**src/rtl/tcf_pkg.sv**
```systemverilog
package tcf_pkg;
  localparam int NSEN  = 6;
  localparam int NENC  = 2;
  localparam int NADC  = 2;
  localparam int NSRC  = NSEN + NENC + 2 + NADC;
  localparam int VALW  = 32;
  localparam int ENTW  = 16;

  localparam int IDX_ENC  = NSEN;
  localparam int IDX_INSN = NSEN + NENC;
  localparam int IDX_RXSN = IDX_INSN + 1;
  localparam int IDX_ADC  = IDX_RXSN + 1;

  typedef enum logic [1:0] {
    CLS_SENSOR = 2'b00,
    CLS_ENC    = 2'b01,
    CLS_SNAP   = 2'b10,
    CLS_ADC    = 2'b11
  } src_class_e;

  function automatic logic [1:0] src_class(input int i);
    if (i < IDX_ENC)       return CLS_SENSOR;
    else if (i < IDX_INSN) return CLS_ENC;
    else if (i < IDX_ADC)  return CLS_SNAP;
    else                   return CLS_ADC;
  endfunction

  function automatic logic [2:0] src_chan(input int i);
    if (i < IDX_ENC)       return 3'(i);
    else if (i < IDX_INSN) return 3'(i - IDX_ENC);
    else if (i < IDX_ADC)  return 3'(i - IDX_INSN);
    else                   return 3'(i - IDX_ADC);
  endfunction

  function automatic int src_nbytes(input int i);
    if (i >= IDX_ENC && i < IDX_INSN) return 4;
    else if (i >= IDX_ADC)            return 2;
    else                              return 1;
  endfunction

  // gate group: 0 sensors 1-2, 1 sensors 3-6, 2 encoders, 3 converters+snapshots
  function automatic int src_group(input int i);
    if (i < 2)             return 0;
    else if (i < IDX_ENC)  return 1;
    else if (i < IDX_INSN) return 2;
    else                   return 3;
  endfunction
endpackage

```
**src/rtl/tcf_slot.sv**
```systemverilog
module tcf_slot #(
  parameter int         NBYTES = 1,
  parameter logic [1:0] CLS    = 2'b00,
  parameter logic [2:0] CHAN   = 3'd0
) (
  input  logic        clk,
  input  logic        rst_n,
  input  logic        req_ok,
  input  logic [31:0] value,
  input  logic        grant,
  output logic        pend,
  output logic        mid,
  output logic [15:0] entry
);
  localparam logic [2:0] LAST = 3'(NBYTES - 1);

  logic [31:0] hold_q;
  logic        full_q, full_d;
  logic [2:0]  bidx_q, bidx_d;
  logic        last, take;

  assign last = (bidx_q == LAST);
  assign take = req_ok && (!full_q || (grant && last));

  always_comb begin
    full_d = full_q;
    bidx_d = bidx_q;
    if (grant) begin
      if (last) begin
        full_d = 1'b0;
        bidx_d = 3'd0;
      end else begin
        bidx_d = bidx_q + 3'd1;
      end
    end
    if (take) begin
      full_d = 1'b1;
      bidx_d = 3'd0;
    end
  end

  always_ff @(posedge clk or negedge rst_n) begin
    if (!rst_n) begin
      full_q <= 1'b0;
      bidx_q <= 3'd0;
      hold_q <= '0;
    end else begin
      full_q <= full_d;
      bidx_q <= bidx_d;
      if (take) hold_q <= value;
    end
  end

  logic [31:0] shifted;
  assign shifted = hold_q >> {bidx_q, 3'b000};
  assign entry   = {CLS, CHAN, bidx_q, shifted[7:0]};
  assign pend    = full_q;
  assign mid     = full_q && (bidx_q != 3'd0);
endmodule

```
**src/rtl/tcf_arbiter.sv**
```systemverilog
module tcf_arbiter #(
  parameter int N = 12
) (
  input  logic [N-1:0] pend,
  input  logic [N-1:0] mid,
  output logic [N-1:0] grant
);
  logic any_mid;

  always_comb begin
    grant   = '0;
    any_mid = |mid;
    if (any_mid) begin
      for (int i = N - 1; i >= 0; i--)
        if (mid[i]) grant = N'(1) << i;
    end else begin
      for (int i = N - 1; i >= 0; i--)
        if (pend[i]) grant = N'(1) << i;
    end
  end
endmodule

```
**src/rtl/tcf_ring.sv**
```systemverilog
module tcf_ring #(
  parameter int DEPTH = 64
) (
  input  logic        clk,
  input  logic        rst_n,
  input  logic        push,
  input  logic [15:0] push_entry,
  input  logic        pop,
  input  logic        clear,
  output logic [15:0] rd_data,
  output logic [$clog2(DEPTH):0] count,
  output logic        flag_half,
  output logic        flag_3q
);
  localparam int AW = $clog2(DEPTH);
  localparam int CW = AW + 1;
  localparam logic [CW-1:0] FULLC = CW'(DEPTH);
  localparam logic [CW-1:0] HALFC = CW'(DEPTH / 2);
  localparam logic [CW-1:0] TQC   = CW'((DEPTH * 3) / 4);

  logic [15:0]   mem [DEPTH];
  logic [AW-1:0] head_q, head_d, tail_q, tail_d;
  logic [CW-1:0] cnt_q, cnt_d;
  logic [15:0]   rd_q, rd_d;
  logic          full, do_pop, do_push;

  assign full    = (cnt_q == FULLC);
  assign do_pop  = pop && (cnt_q != '0) && !clear;
  assign do_push = push && !clear;

  always_comb begin
    head_d = head_q;
    tail_d = tail_q;
    cnt_d  = cnt_q;
    rd_d   = rd_q;
    if (pop) rd_d = do_pop ? mem[head_q] : 16'h0000;
    if (clear) begin
      head_d = '0;
      tail_d = '0;
      cnt_d  = '0;
    end else begin
      if (do_pop || (do_push && full)) head_d = head_q + AW'(1);
      if (do_push) tail_d = tail_q + AW'(1);
      if (do_push && !full && !do_pop)  cnt_d = cnt_q + CW'(1);
      else if (do_pop && !do_push)      cnt_d = cnt_q - CW'(1);
    end
  end

  always_ff @(posedge clk or negedge rst_n) begin
    if (!rst_n) begin
      head_q <= '0;
      tail_q <= '0;
      cnt_q  <= '0;
      rd_q   <= '0;
    end else begin
      head_q <= head_d;
      tail_q <= tail_d;
      cnt_q  <= cnt_d;
      rd_q   <= rd_d;
    end
  end

  always_ff @(posedge clk) begin
    if (do_push) mem[tail_q] <= push_entry;
  end

  assign rd_data   = rd_q;
  assign count     = cnt_q;
  assign flag_half = (cnt_q > HALFC);
  assign flag_3q   = (cnt_q > TQC);
endmodule

```
**src/rtl/tagged_capture_fifo.sv**
```systemverilog
module tagged_capture_fifo #(
  parameter int DEPTH = 64
) (
  input  logic        clk,
  input  logic        rst_n,
  input  logic [15:0] src_enable,
  input  logic [3:0]  ext_in,
  input  logic [5:0]  sen_req,
  input  logic [47:0] sen_byte,
  input  logic [1:0]  enc_req,
  input  logic [63:0] enc_value,
  input  logic        in_snap_req,
  input  logic        rxd_snap_req,
  input  logic [5:0]  rxd_state,
  input  logic [1:0]  adc_req,
  input  logic [31:0] adc_value,
  input  logic        clear,
  input  logic        rd_pop,
  output logic [15:0] rd_data,
  output logic [15:0] fill_level,
  output logic        flag_half,
  output logic        flag_3q
);
  import tcf_pkg::*;

  localparam int CW = $clog2(DEPTH) + 1;

  // reset: asynchronous assert, synchronous release
  logic rst_meta, rst_sync_n;
  always_ff @(posedge clk or negedge rst_n) begin
    if (!rst_n) begin
      rst_meta   <= 1'b0;
      rst_sync_n <= 1'b0;
    end else begin
      rst_meta   <= 1'b1;
      rst_sync_n <= rst_meta;
    end
  end

  logic [NSRC-1:0] req, req_ok, pend, mid, grant;
  logic [31:0]     value [NSRC];
  logic [15:0]     entry [NSRC];
  logic [3:0]      gate;
  logic            push;
  logic [15:0]     push_entry;
  logic [CW-1:0]   count;

  always_comb begin
    for (int g = 0; g < 4; g++) gate[g] = ext_in[g] & ~src_enable[12 + g];
  end

  always_comb begin
    for (int i = 0; i < NSEN; i++) begin
      req[i]   = sen_req[i];
      value[i] = {24'h0, sen_byte[i*8 +: 8]};
    end
    for (int i = 0; i < NENC; i++) begin
      req[IDX_ENC + i]   = enc_req[i];
      value[IDX_ENC + i] = enc_value[i*32 +: 32];
    end
    req[IDX_INSN]   = in_snap_req;
    value[IDX_INSN] = {28'h0, ext_in};
    req[IDX_RXSN]   = rxd_snap_req;
    value[IDX_RXSN] = {26'h0, rxd_state};
    for (int i = 0; i < NADC; i++) begin
      req[IDX_ADC + i]   = adc_req[i];
      value[IDX_ADC + i] = {16'h0, adc_value[i*16 +: 16]};
    end
  end

  for (genvar s = 0; s < NSRC; s++) begin : g_slot
    assign req_ok[s] = req[s] & src_enable[s] & ~gate[src_group(s)];
    tcf_slot #(
      .NBYTES(src_nbytes(s)),
      .CLS   (src_class(s)),
      .CHAN  (src_chan(s))
    ) u_slot (
      .clk   (clk),
      .rst_n (rst_sync_n),
      .req_ok(req_ok[s]),
      .value (value[s]),
      .grant (grant[s]),
      .pend  (pend[s]),
      .mid   (mid[s]),
      .entry (entry[s])
    );
  end

  tcf_arbiter #(.N(NSRC)) u_arb (
    .pend (pend),
    .mid  (mid),
    .grant(grant)
  );

  always_comb begin
    push_entry = 16'h0000;
    for (int i = 0; i < NSRC; i++)
      if (grant[i]) push_entry = push_entry | entry[i];
  end
  assign push = |grant;

  tcf_ring #(.DEPTH(DEPTH)) u_ring (
    .clk       (clk),
    .rst_n     (rst_sync_n),
    .push      (push),
    .push_entry(push_entry),
    .pop       (rd_pop),
    .clear     (clear),
    .rd_data   (rd_data),
    .count     (count),
    .flag_half (flag_half),
    .flag_3q   (flag_3q)
  );

  assign fill_level = {1'b0, 15'(count)};
endmodule

```
**config.mk**
```make
export PLATFORM = sky130hd
export DESIGN_NAME = tagged_capture_fifo
export DESIGN_NICKNAME = d
export VERILOG_FILES = /design/src/rtl/tcf_pkg.sv /design/src/rtl/tcf_slot.sv /design/src/rtl/tcf_arbiter.sv /design/src/rtl/tcf_ring.sv /design/src/rtl/tagged_capture_fifo.sv
export SDC_FILE = /design/constraint.sdc
export NUM_CORES = 1
export LEC_CHECK = 0
export BUFFER_PORTS_ARGS = -buffer_cell sky130_fd_sc_hd__buf_2
export CAP_MARGIN = 25
export CELL_PAD_IN_SITES_DETAIL_PLACEMENT = 1
export CELL_PAD_IN_SITES_GLOBAL_PLACEMENT = 2
export CORE_MARGIN = 8
export CORE_UTILIZATION = 44
export DETAILED_ROUTE_END_ITERATION = 10
export PLACE_DENSITY = 0.82
export SLEW_MARGIN = 20
export SYNTH_ARGS = -nofsm -noshare
export SYNTH_HDL_FRONTEND = slang
export SYNTH_HIERARCHICAL = 1
export SYNTH_SLANG_ARGS = --single-unit
```
**constraint.sdc**
```tcl
create_clock -name clk -period 13.6 [get_ports clk]
set_input_delay 2.72 -clock clk [delete_from_list [all_inputs] [get_ports clk]]
set_output_delay 2.72 -clock clk [all_outputs]
set_load 0.01 [all_outputs]
```
Yosys cells after proc, flatten, opt, wreduce, memory -nomap -nowiden
Memory sizes are Yosys's and may differ from the RTL's. Cells that the tools add are included.

Memories kept: 1. Memory bits (writable): 1024. Bits of input ports: 186. Register bits: 239. Logic and storage cells: 378.

Reductions and logical operators: 134. Eq/ne operators: 5. $lt $le $gt $ge: 2. Bitwise gates (word level): 47. Shifts and indexed selects: 12. Multiplexer cells: 119. $add $sub $neg: 16.

Memory list: u_ring.mem (words 64, width 16, read ports 1, clocked after Yosys merged registers in 0, wr ports 1, RTL line tcf_ring.sv:21) `logic [15:0] mem [DEPTH];`.

Operators with widths (count): $mux W12 (25); $mux W16 (12); $mux W3 (36); $or A16 B16 Y16 (4); $shr A32 B6 Y8 (2); $reduce_bool A2 Y1 (26); $shr A8 B6 Y8 (6); $logic_and A1 B1 Y1 (43); $reduce_bool A3 Y1 (13); $mux W1 (38); $add A3 B1 Y3 const B (12); $or A16 B13 Y16 (2); $or A16 B14 Y16 (2); $or A16 B15 Y16 (2); $shr A16 B6 Y8 (2); $and A1 B1 Y1 (28); $logic_not A3 Y1 (8); $mux W6 (4); $reduce_and A2 Y1 (12); $reduce_or A12 Y1 (2); $mux W7 (3); $logic_not A1 Y1 (16); $gt A7 B6 Y1 const B (2); $logic_or A1 B1 Y1 (13); other kinds (12) (22).

Depth between registers and ports, before layout
Gate-level depths: netlist of run 1.

Depth after elaboration: 38. Gate-level depth with buffers: 24. Depth with buffers taken out: 20.

Hierarchy
Netlist of run 1, hierarchy kept.

Modules (own cells, without submodules): tcf_ring (cells each 2036, area each 41581.1 sq um, instances 1, sequential area each 31625.3 sq um); tcf_slot (g_slot[1].u_slot ...) (cells each 115, area each 1716.6 sq um, instances 7, sequential area each 900.9 sq um); tcf_slot (g_slot[10].u_slot ...) (cells each 112, area each 1820.5 sq um, instances 2, sequential area each 900.9 sq um); tcf_slot (g_slot[6].u_slot ...) (cells each 113, area each 1706.6 sq um, instances 2, sequential area each 900.9 sq um); tcf_slot (g_slot[0].u_slot) (cells each 114, area each 1712.9 sq um, instances 1, sequential area each 900.9 sq um); tagged_capture_fifo (cells each 169, area each 1412.6 sq um, instances 1, sequential area each 50.0 sq um); tcf_arbiter (cells each 54, area each 337.8 sq um, instances 1, sequential area each 0.0 sq um).

Worst setup path before layout of run 1
Ideal clock, no wire load.

Kind: register to register. Start point: reg g_slot[0].u_slot.bidx_q[0]. End point: reg u_ring.cnt_q[6] (netlist: u_ring/count[6]). Required time: 13.463 ns. Data arrival time: 5.218 ns. Cell stages (with the launch flop): 24. Path slack: 8.245 ns. Clock period less this slack: 5.355 ns. Buffers on the path: 4. Cells stage by stage: dfrtp_1 > buf_2 > inv_1 > ha_1 > nand2b_1 > and2_1 > nor4_2 > nand4_2 > o32ai_1 > clkbuf_1 > buf_2 > nor4_1 > nand3_1 > clkbuf_1 > inv_1 > nor2_1 > nand3_1 > ha_1 > o21ai_0 > a21oi_1 > o21ai_0 > inv_1 > o311ai_0 > a31oi_1.

Longest elaborated chain between the ends: 10. Elaborated cells between the ends (all ways): 14. Classes of those cells: mux: 4; reduce/logical: 10.

Ends and longest elaborated chain: start, declared (RTL line tcf_slot.sv:19) `logic [2:0] bidx_q, bidx_d;`; start signal, assigned (RTL line tcf_slot.sv:49) `bidx_q <= bidx_d;`; $reduce_bool A3 Y1 (*) (RTL line tcf_slot.sv:58) `assign mid = full_q && (bidx_q != 3'd0);`; $logic_and A1 B1 Y1 (*) (RTL line tcf_slot.sv:58); named net mid[0] (RTL line tagged_capture_fifo.sv:40) `logic [NSRC-1:0] req, req_ok, pend, mid, grant;`; $reduce_or A12 Y1 or $mux W12 (tied branches) (RTL line tcf_arbiter.sv:12, tcf_arbiter.sv:15); $mux W12 (*) (RTL line tcf_arbiter.sv:13) `if (any_mid) begin`; named net grant[9] (RTL line tagged_capture_fifo.sv:40); $reduce_or A12 Y1 (*) (RTL line tagged_capture_fifo.sv:100) `assign push = |grant;`; named net push (RTL line tagged_capture_fifo.sv:44) `logic push;`; $logic_and A1 B1 Y1 (*) (RTL line tcf_ring.sv:29) `assign do_push = push && !clear;`; $logic_and A1 B1 Y1 (2 in series) (RTL line tcf_ring.sv:44) `if (do_push && !full && !do_pop) cnt_d = cnt_q + CW'(1);`; $mux W7 (RTL line tcf_ring.sv:44); $mux W7 (RTL line tcf_ring.sv:37) `if (clear) begin`; end signal, assigned (RTL line tcf_ring.sv:58) `cnt_q <= cnt_d;`; end, declared (RTL line tcf_ring.sv:23) `logic [CW-1:0] cnt_q, cnt_d;`.

The timed path passes the listed nets; every way through them passes the cells marked *. A chain may end at the register's enable or synchronous reset.

Worst setup path after layout of run 1
Start point: reg g_slot[0].u_slot.bidx_q[0]. End point: mem u_ring.mem[22][8], enable pin.

Longest elaborated chain between the ends: 8. Elaborated cells between the ends (all ways): 9. Classes of those cells: mux: 4; reduce/logical: 5.

Ends and longest elaborated chain: $reduce_bool A3 Y1 (*) (RTL line tcf_slot.sv:58); $logic_and A1 B1 Y1 (*) (RTL line tcf_slot.sv:58); named net mid[0] (RTL line tagged_capture_fifo.sv:40); $reduce_or A12 Y1 or $mux W12 (tied branches) (RTL line tcf_arbiter.sv:12, tcf_arbiter.sv:15); $mux W12 (*) (RTL line tcf_arbiter.sv:13); named net grant[2] (RTL line tagged_capture_fifo.sv:40); $reduce_or A12 Y1 (*) (RTL line tagged_capture_fifo.sv:100); named net push (RTL line tagged_capture_fifo.sv:44); $logic_and A1 B1 Y1 (*) (RTL line tcf_ring.sv:29); $mux W1 (*) (RTL line tcf_ring.sv:64) `if (do_push) mem[tail_q] <= push_entry;`; $mux W1 (implied by the code) (*) (RTL line tcf_ring.sv:64); end, declared (RTL line tcf_ring.sv:21).

Marked as above.

==> impl_metrics.env, run 1 <==
export IMPL_netlist_instances=3628
export IMPL_p_leak_nw=27.09
export IMPL_setup_viol=0
export IMPL_final_cell_mix="edfxtp_1 (1024), dfrtp_1 (465), conb_1 (300)"
export IMPL_gp_congestion=0.8418
export IMPL_placed_cells=5873
export IMPL_post_cts_buffers=0
export IMPL_via_count=34890
export IMPL_grt_setup_unrepaired="false"
export IMPL_hold_ws_ps=351.7
export IMPL_min_period_ps=6645
export IMPL_drt_first_pass_iters=8
export IMPL_drv_slew=0
export IMPL_maxCapViolations=0
export IMPL_finalCritPeriodShare_pct=48.86
export IMPL_cts_hold_buf=0
export IMPL_fin_tns_setup_ps=0
export IMPL_insertion_delay_ps=820
export IMPL_io_buffer_count=210
export IMPL_reg2reg_depth=14
export IMPL_clock_sinks=1493
export IMPL_drtAntennaViolNets=0
export IMPL_synth_compound_area_share_pct=5.033
export IMPL_cts_tree="done"
export IMPL_gr_total_overflow=0
export IMPL_ios=220
export IMPL_ys_seq_elements=1493
export IMPL_clk_pin_slew_ps=60
export IMPL_ys_types=80
export IMPL_ys_flop_type="edfxtp_1"
export IMPL_worstSetupEndpointType="flip-flop"
export IMPL_drc=0
export IMPL_synth_avg_cell_area_sq_um=17.67
export IMPL_clockBufferDepth=3
export IMPL_finish_instance_area_sq_um=73110
export IMPL_finalPower_mw=16.18
export IMPL_placeableCoreArea_sq_um=145200
export IMPL_r2r_end="u_ring/mem[22][8]$_DFFE_PP_"
export IMPL_rr_startpoint="g_slot[0].u_slot/bidx_q[0]$_DFFE_PN0P_"
export IMPL_fin_util_pct=50.34
export IMPL_routed_wl_microns=170100
export IMPL_grtUsageTotal_pct=21.31
export IMPL_muxShareOfSynthArea_pct=20.48
export IMPL_required_ps=14100
export IMPL_setup_slack_ps=6955
export IMPL_synth_xor_area_share_pct=0.2186
export IMPL_crit_type="reg -> reg"
export IMPL_viasPerCell=5.653
export IMPL_initial_utilization_pct=44.15
export IMPL_layout_nets=4332
export IMPL_netlist_area_sq_um=64120
export IMPL_grt_start_max_net_pins=153
export IMPL_numCtsBuffers=159
export IMPL_p_per_area_nw_per_um2=221.4
export IMPL_post_drt_wl_per_cell_microns=27.56
export IMPL_area_delta_synth_final_pct=14.03
export IMPL_async_flop_share_pct=31.41
export IMPL_peakVddDrop_mv=0.4012
export IMPL_fin_cells=6171
export IMPL_dieArea_sq_um=158200
export IMPL_skew_ps=66.16
export IMPL_seq_area_frac_synth_pct=66.26
export IMPL_hp_class="reg -> async"
export IMPL_first_iter_violations=3023
export IMPL_num_rows=140
export IMPL_grt_pass1_vias=37800
export IMPL_rrSetupSlack_ps=6960
export IMPL_dpl_instance_area_sq_um=67910
export IMPL_dp_hpwl_microns=107600
export IMPL_root_buffer="clkbuf_16"
export IMPL_synth_top_family_by_area="multiplexers"
export IMPL_critPathLaunchType="flip-flop"
export IMPL_layout_commonest_cell="edfxtp_1"
export IMPL_finalHoldViolations=0
export IMPL_yosys_area_share_simple_pct=3.868
export IMPL_crit_arrival_ps=7140
export IMPL_synth_enable_flop_cells=1024
export IMPL_synth_warnings=6
export IMPL_relSlewSlack_pct=26.62
export IMPL_pre_cts_slack_ps=7032
export IMPL_drive_above_1_share_pct=28.58
export IMPL_fp_dieH_microns=397.7
export IMPL_antenna_found_initial=15
export IMPL_die_width_microns=397.7
export IMPL_ctsResizeCount=0
export IMPL_synthAdderAreaFrac_pct=0.5776
export IMPL_h_tree_depth=4
export IMPL_worst_pin_slew_ps=1101
export IMPL_status="finished clean"
export IMPL_crit_fanout=22
export IMPL_max_freq_mhz=150.5
export IMPL_grt_pass1_wl_microns=252300
critical path, stage by stage (launching register included):
cell and delay [ps]:
dfrtp_1 610, inv_1 180, ha_1 220, nand2b_1 120
and2_1 260, nor4_2 580, nand4_2 530, o21ai_2 910
nor4_1 120, nand3_1 440, inv_1 220, nor3_1 490
nand3_1 610, nor2_1 700, buf_4 320
registers in the layout, summed over array words and instances, names as in the netlist:
register and count:
g_slot.u_slot/pend 12, rst_sync_n 1, u_ring/rd_data 16, u_ring/head_q 6, u_ring/mem 1024, u_ring/tail_q 6, g_slot.u_slot/bidx_q 36, u_ring/count 7
g_slot.u_slot/hold_q 384, rst_meta 1
kinds of logic after synthesis:
| group | after synthesis |
|---|---|
| multiplexers | 923 |
| flip-flops | 1493 |
| AND/OR/NAND/NOR | 445 |
| buffers and inverters | 325 |
| AO/OA/AOI/OAI | 372 |
| other | 25 |
| adder cells (fa/ha/maj) | 29 |
| XOR/XNOR | 16 |
synth_stat cells (all sizes together), types with 7 or more instances:
cell | instances | share of area [%]
nand2b | 49 | 0.48
o21ai | 11 | 0.12
nor2 | 113 | 0.66
a221o | 14 | 0.22
a21boi | 15 | 0.35
ha | 28 | 0.55
mux2i | 292 | 4.6
dfrtp | 469 | 18
mux4 | 246 | 8.8
xor2 | 10 | 0.14
a221oi | 123 | 1.8
a22o | 109 | 1.5
a21o | 13 | 0.15
nor2b | 91 | 0.89
conb | 25 | 0.15
nor4 | 9 | 0.12
buf | 218 | 2.8
nand4 | 9 | 0.098
nor3 | 22 | 0.18
nand3b | 14 | 0.22
nand3 | 38 | 0.30
and2 | 30 | 0.29
and3 | 12 | 0.12
clkbuf | 68 | 0.40
o22ai | 31 | 0.30
nand2 | 40 | 0.25
edfxtp | 1024 | 48
a21oi | 21 | 0.16
a211oi | 7 | 0.082
mux2 | 385 | 7.1
o31ai | 7 | 0.090
inv | 38 | 0.22
report_power, final:
part | total, mW | leakage (nW) | internal, mW | switching [mW]
clock network | 4.30 | 2.50 | 2.42 | 1.88
logic | 4.64 | 9.41 | 1.56 | 3.08
registers | 7.25 | 15.2 | 6.72 | 0.526
total | 16.2 | 27.1 | 10.7 | 5.49
how the worst max path moves through the flow:
stage	startpoint	end	slack (ps)	cells past startpoint
after floorplan	rst_sync_n$_DFF_PN0_	g_slot[0].u_slot/bidx_q[0]$_DFFE_PN0P_	5960	0
after global placement	g_slot[0].u_slot/bidx_q[0]$_DFFE_PN0P_	u_ring/mem[22][14]$_DFFE_PP_	7250	14
after detailed placement	g_slot[0].u_slot/bidx_q[0]$_DFFE_PN0P_	u_ring/mem[22][12]$_DFFE_PP_	7030	14
after CTS	g_slot[0].u_slot/bidx_q[0]$_DFFE_PN0P_	u_ring/mem[22][10]$_DFFE_PP_	7000	14
after global routing	g_slot[0].u_slot/bidx_q[0]$_DFFE_PN0P_	u_ring/mem[22][12]$_DFFE_PP_	6470	14
final	g_slot[0].u_slot/bidx_q[0]$_DFFE_PN0P_	u_ring/mem[22][8]$_DFFE_PP_	6960	14
per-layer routing:
metal / global-route usage, % / wire [microns] / share of wire [%] / up-vias
met5: 0 / 72 / 0.042 / -
met4: 5.761 / 4382 / 2.6 / 10
met3: 4.254 / 10770 / 6.3 / 231
met2: 35.64 / 83630 / 49 / 1190
met1: 28.57 / 71210 / 42 / 18480
li1: - / - / - / 14970
cell type report:
type                            count  area [sq um]
Fill cell                       13650         72110
Sequential cell                  1493         42500
Multi-Input combinational cell   2085         20690
Clock buffer                      198          4215
Tap cell                         1917          2399
Timing Repair Buffer              339          2165
Clock inverter                     94         972.2
Inverter                           39         146.4
Antenna cell                        6         15.01
Power figures use the tool's default switching activity.
==> inputs of run 2 (changes only) <==
clock period = 5.59 ns   (was 13.6 ns; I/O delays follow)
==> run 2 against run 1 <==
Flip-flop and latch count did not move. Worst hold slack got worse by 240 ps. Non-clock buffer count rose by 77. Total power rose by 140%. First-iteration DRC count fell by 6.6%. Die area did not move. Sequential power rose by 140%. Register-to-register slack got worse by 6500 ps. Wire length rose by 0.40%. Count of clock-buffer cells in the layout rose by 11. Cell area rose by 1.2%. Core utilization rose by 0.63 points. Largest power group unchanged.
==> impl_metrics.env, run 2 (same netlist as run 1, synthesis figures left out) <==
export IMPL_status="finished clean"
export IMPL_drive_above_1_share_pct=29.90
export IMPL_crit_arrival_ps=5640
export IMPL_clk_pin_slew_ps=60
export IMPL_via_count=35430
export IMPL_area_delta_synth_final_pct=15.45
export IMPL_grt_pass1_vias=38270
export IMPL_grtUsageTotal_pct=21.47
export IMPL_numCtsBuffers=158
export IMPL_cts_tree="done"
export IMPL_insertion_delay_ps=810
export IMPL_drtAntennaViolNets=0
export IMPL_finalCritPeriodShare_pct=92.69
export IMPL_dp_hpwl_microns=111100
export IMPL_cts_hold_buf=0
export IMPL_cp_startpoint="g_slot[9].u_slot/bidx_q[0]$_DFFE_PN0P_"
export IMPL_p_leak_nw=27.63
export IMPL_crit_type="reg -> reg"
export IMPL_grt_setup_unrepaired="false"
export IMPL_grt_start_max_net_pins=116
export IMPL_hold_ws_ps=114.0
export IMPL_hp_class="in -> async"
export IMPL_first_iter_violations=2823
export IMPL_finalHoldViolations=0
export IMPL_ios=220
export IMPL_top_register="u_ring/mem"
export IMPL_peakVddDrop_mv=0.7014
export IMPL_setup_slack_ps=408.7
export IMPL_fill_cells=13640
export IMPL_initial_utilization_pct=44.15
export IMPL_fp_dieH_microns=397.7
export IMPL_critPathLaunchType="flip-flop"
export IMPL_min_period_ps=5181
export IMPL_relSlewSlack_pct=28.11
export IMPL_skew_ps=58.95
export IMPL_required_ps=6050
export IMPL_setup_viol=0
export IMPL_clockBufferDepth=3
export IMPL_pre_cts_slack_ps=204.7
export IMPL_crit_fanout=11
export IMPL_io_buffer_count=210
export IMPL_rr_startpoint="g_slot[9].u_slot/bidx_q[0]$_DFFE_PN0P_"
export IMPL_clock_sinks=1493
export IMPL_antenna_found_initial=21
export IMPL_fin_cells=6248
export IMPL_worst_pin_slew_ps=1078
export IMPL_h_tree_depth=4
export IMPL_fin_tns_setup_ps=0
export IMPL_gr_total_overflow=0
export IMPL_worstSetupEndpointType="flip-flop"
export IMPL_maxCapViolations=0
export IMPL_finalPower_mw=39.40
export IMPL_dieArea_sq_um=158200
export IMPL_p_per_area_nw_per_um2=532.3
export IMPL_final_cell_mix="edfxtp_1 (1024), dfrtp_1 (465), conb_1 (300)"
export IMPL_viasPerCell=5.670
export IMPL_layout_nets=4408
export IMPL_layout_commonest_cell="edfxtp_1"
export IMPL_placed_cells=5949
export IMPL_placeableCoreArea_sq_um=145200
export IMPL_routed_wl_microns=170700
export IMPL_num_rows=140
export IMPL_top_regs="u_ring/mem: 1024 flops, g_slot.u_slot/hold_q: 384 flops, g_slot.u_slot/bidx_q: 36 flops"
export IMPL_drc=0
export IMPL_grt_pass1_wl_microns=255200
export IMPL_gp_congestion=0.8456
export IMPL_largest_reg_flops=1024
export IMPL_max_freq_mhz=193.0
export IMPL_post_drt_wl_per_cell_microns=27.33
export IMPL_drv_slew=0
export IMPL_root_buffer="clkbuf_16"
export IMPL_die_width_microns=397.7
export IMPL_drt_first_pass_iters=5
==> run 2: path summary, 6_finish.rpt <==
check,end,slack (ps),cells past startpoint
max,u_ring/mem[28][8]$_DFFE_PP_,410,14
min,rst_sync_n$_DFF_PN0_,110,1
max reg2reg,u_ring/mem[28][8]$_DFFE_PP_,410,14
min reg2reg,rst_sync_n$_DFF_PN0_,350,0
max in group asynchronous,g_slot[1].u_slot/hold_q[26]$_DFFE_PN0P_,3780,1
min in group clk,rst_sync_n$_DFF_PN0_,350,0
==> run 2: power breakdown <==
group          switching [mW]  internal [mW]  leakage, nW
clock network            4.43           6.23         2.58
registers               0.829           16.3         15.2
logic                    7.48           4.09         9.86
==> run 2: metal layers <==
metal	track usage [%]	part of all wire [%]
met3	4.294	6.7
met5	0	0.056
met1	28.81	41
met4	6.893	3.1
met2	35.35	49
==> run 2: layout make-up <==
cell class              count  area (sq um)  share of cell area [%]
flip-flops and latches   1493         42500                   57.42
multi-input cells        2085         20720                   28.00
clock buffers             209          4338                   5.860
repair buffers            416          2928                   3.955
well taps                1917          2399                   3.240
clock inverters            76         954.7                   1.290
inverters                  39         146.4                  0.1978
diodes                     13         32.53                 0.04395
==> run 2: what timing repair did <==
action                                  CTS  global route
endpoints found under the setup margin    0           110
buffers inserted                          0             0
resized for setup                         0             3
==> run 2: critical path, stage by stage, from the launching register on <==
cell and delay, ps:
dfrtp_1 370, inv_1 90, ha_1 230, nand2b_1 110, and2_1 210, nor4_1 620, nand4_4 380, o41ai_4 410
nor4_1 120, nand3_1 200, inv_1 150, nor3_1 640, nand2_1 700, nor2_1 360, buf_4 290
==> run 2: per-stage QoR <==
stage	instance area (sq um)	util, %
finish	74020	50.97
global route	73990	50.95
CTS	73950	50.92
detailed placement	68650	47.28
global placement	68420	47.12
floorplan	65150	-
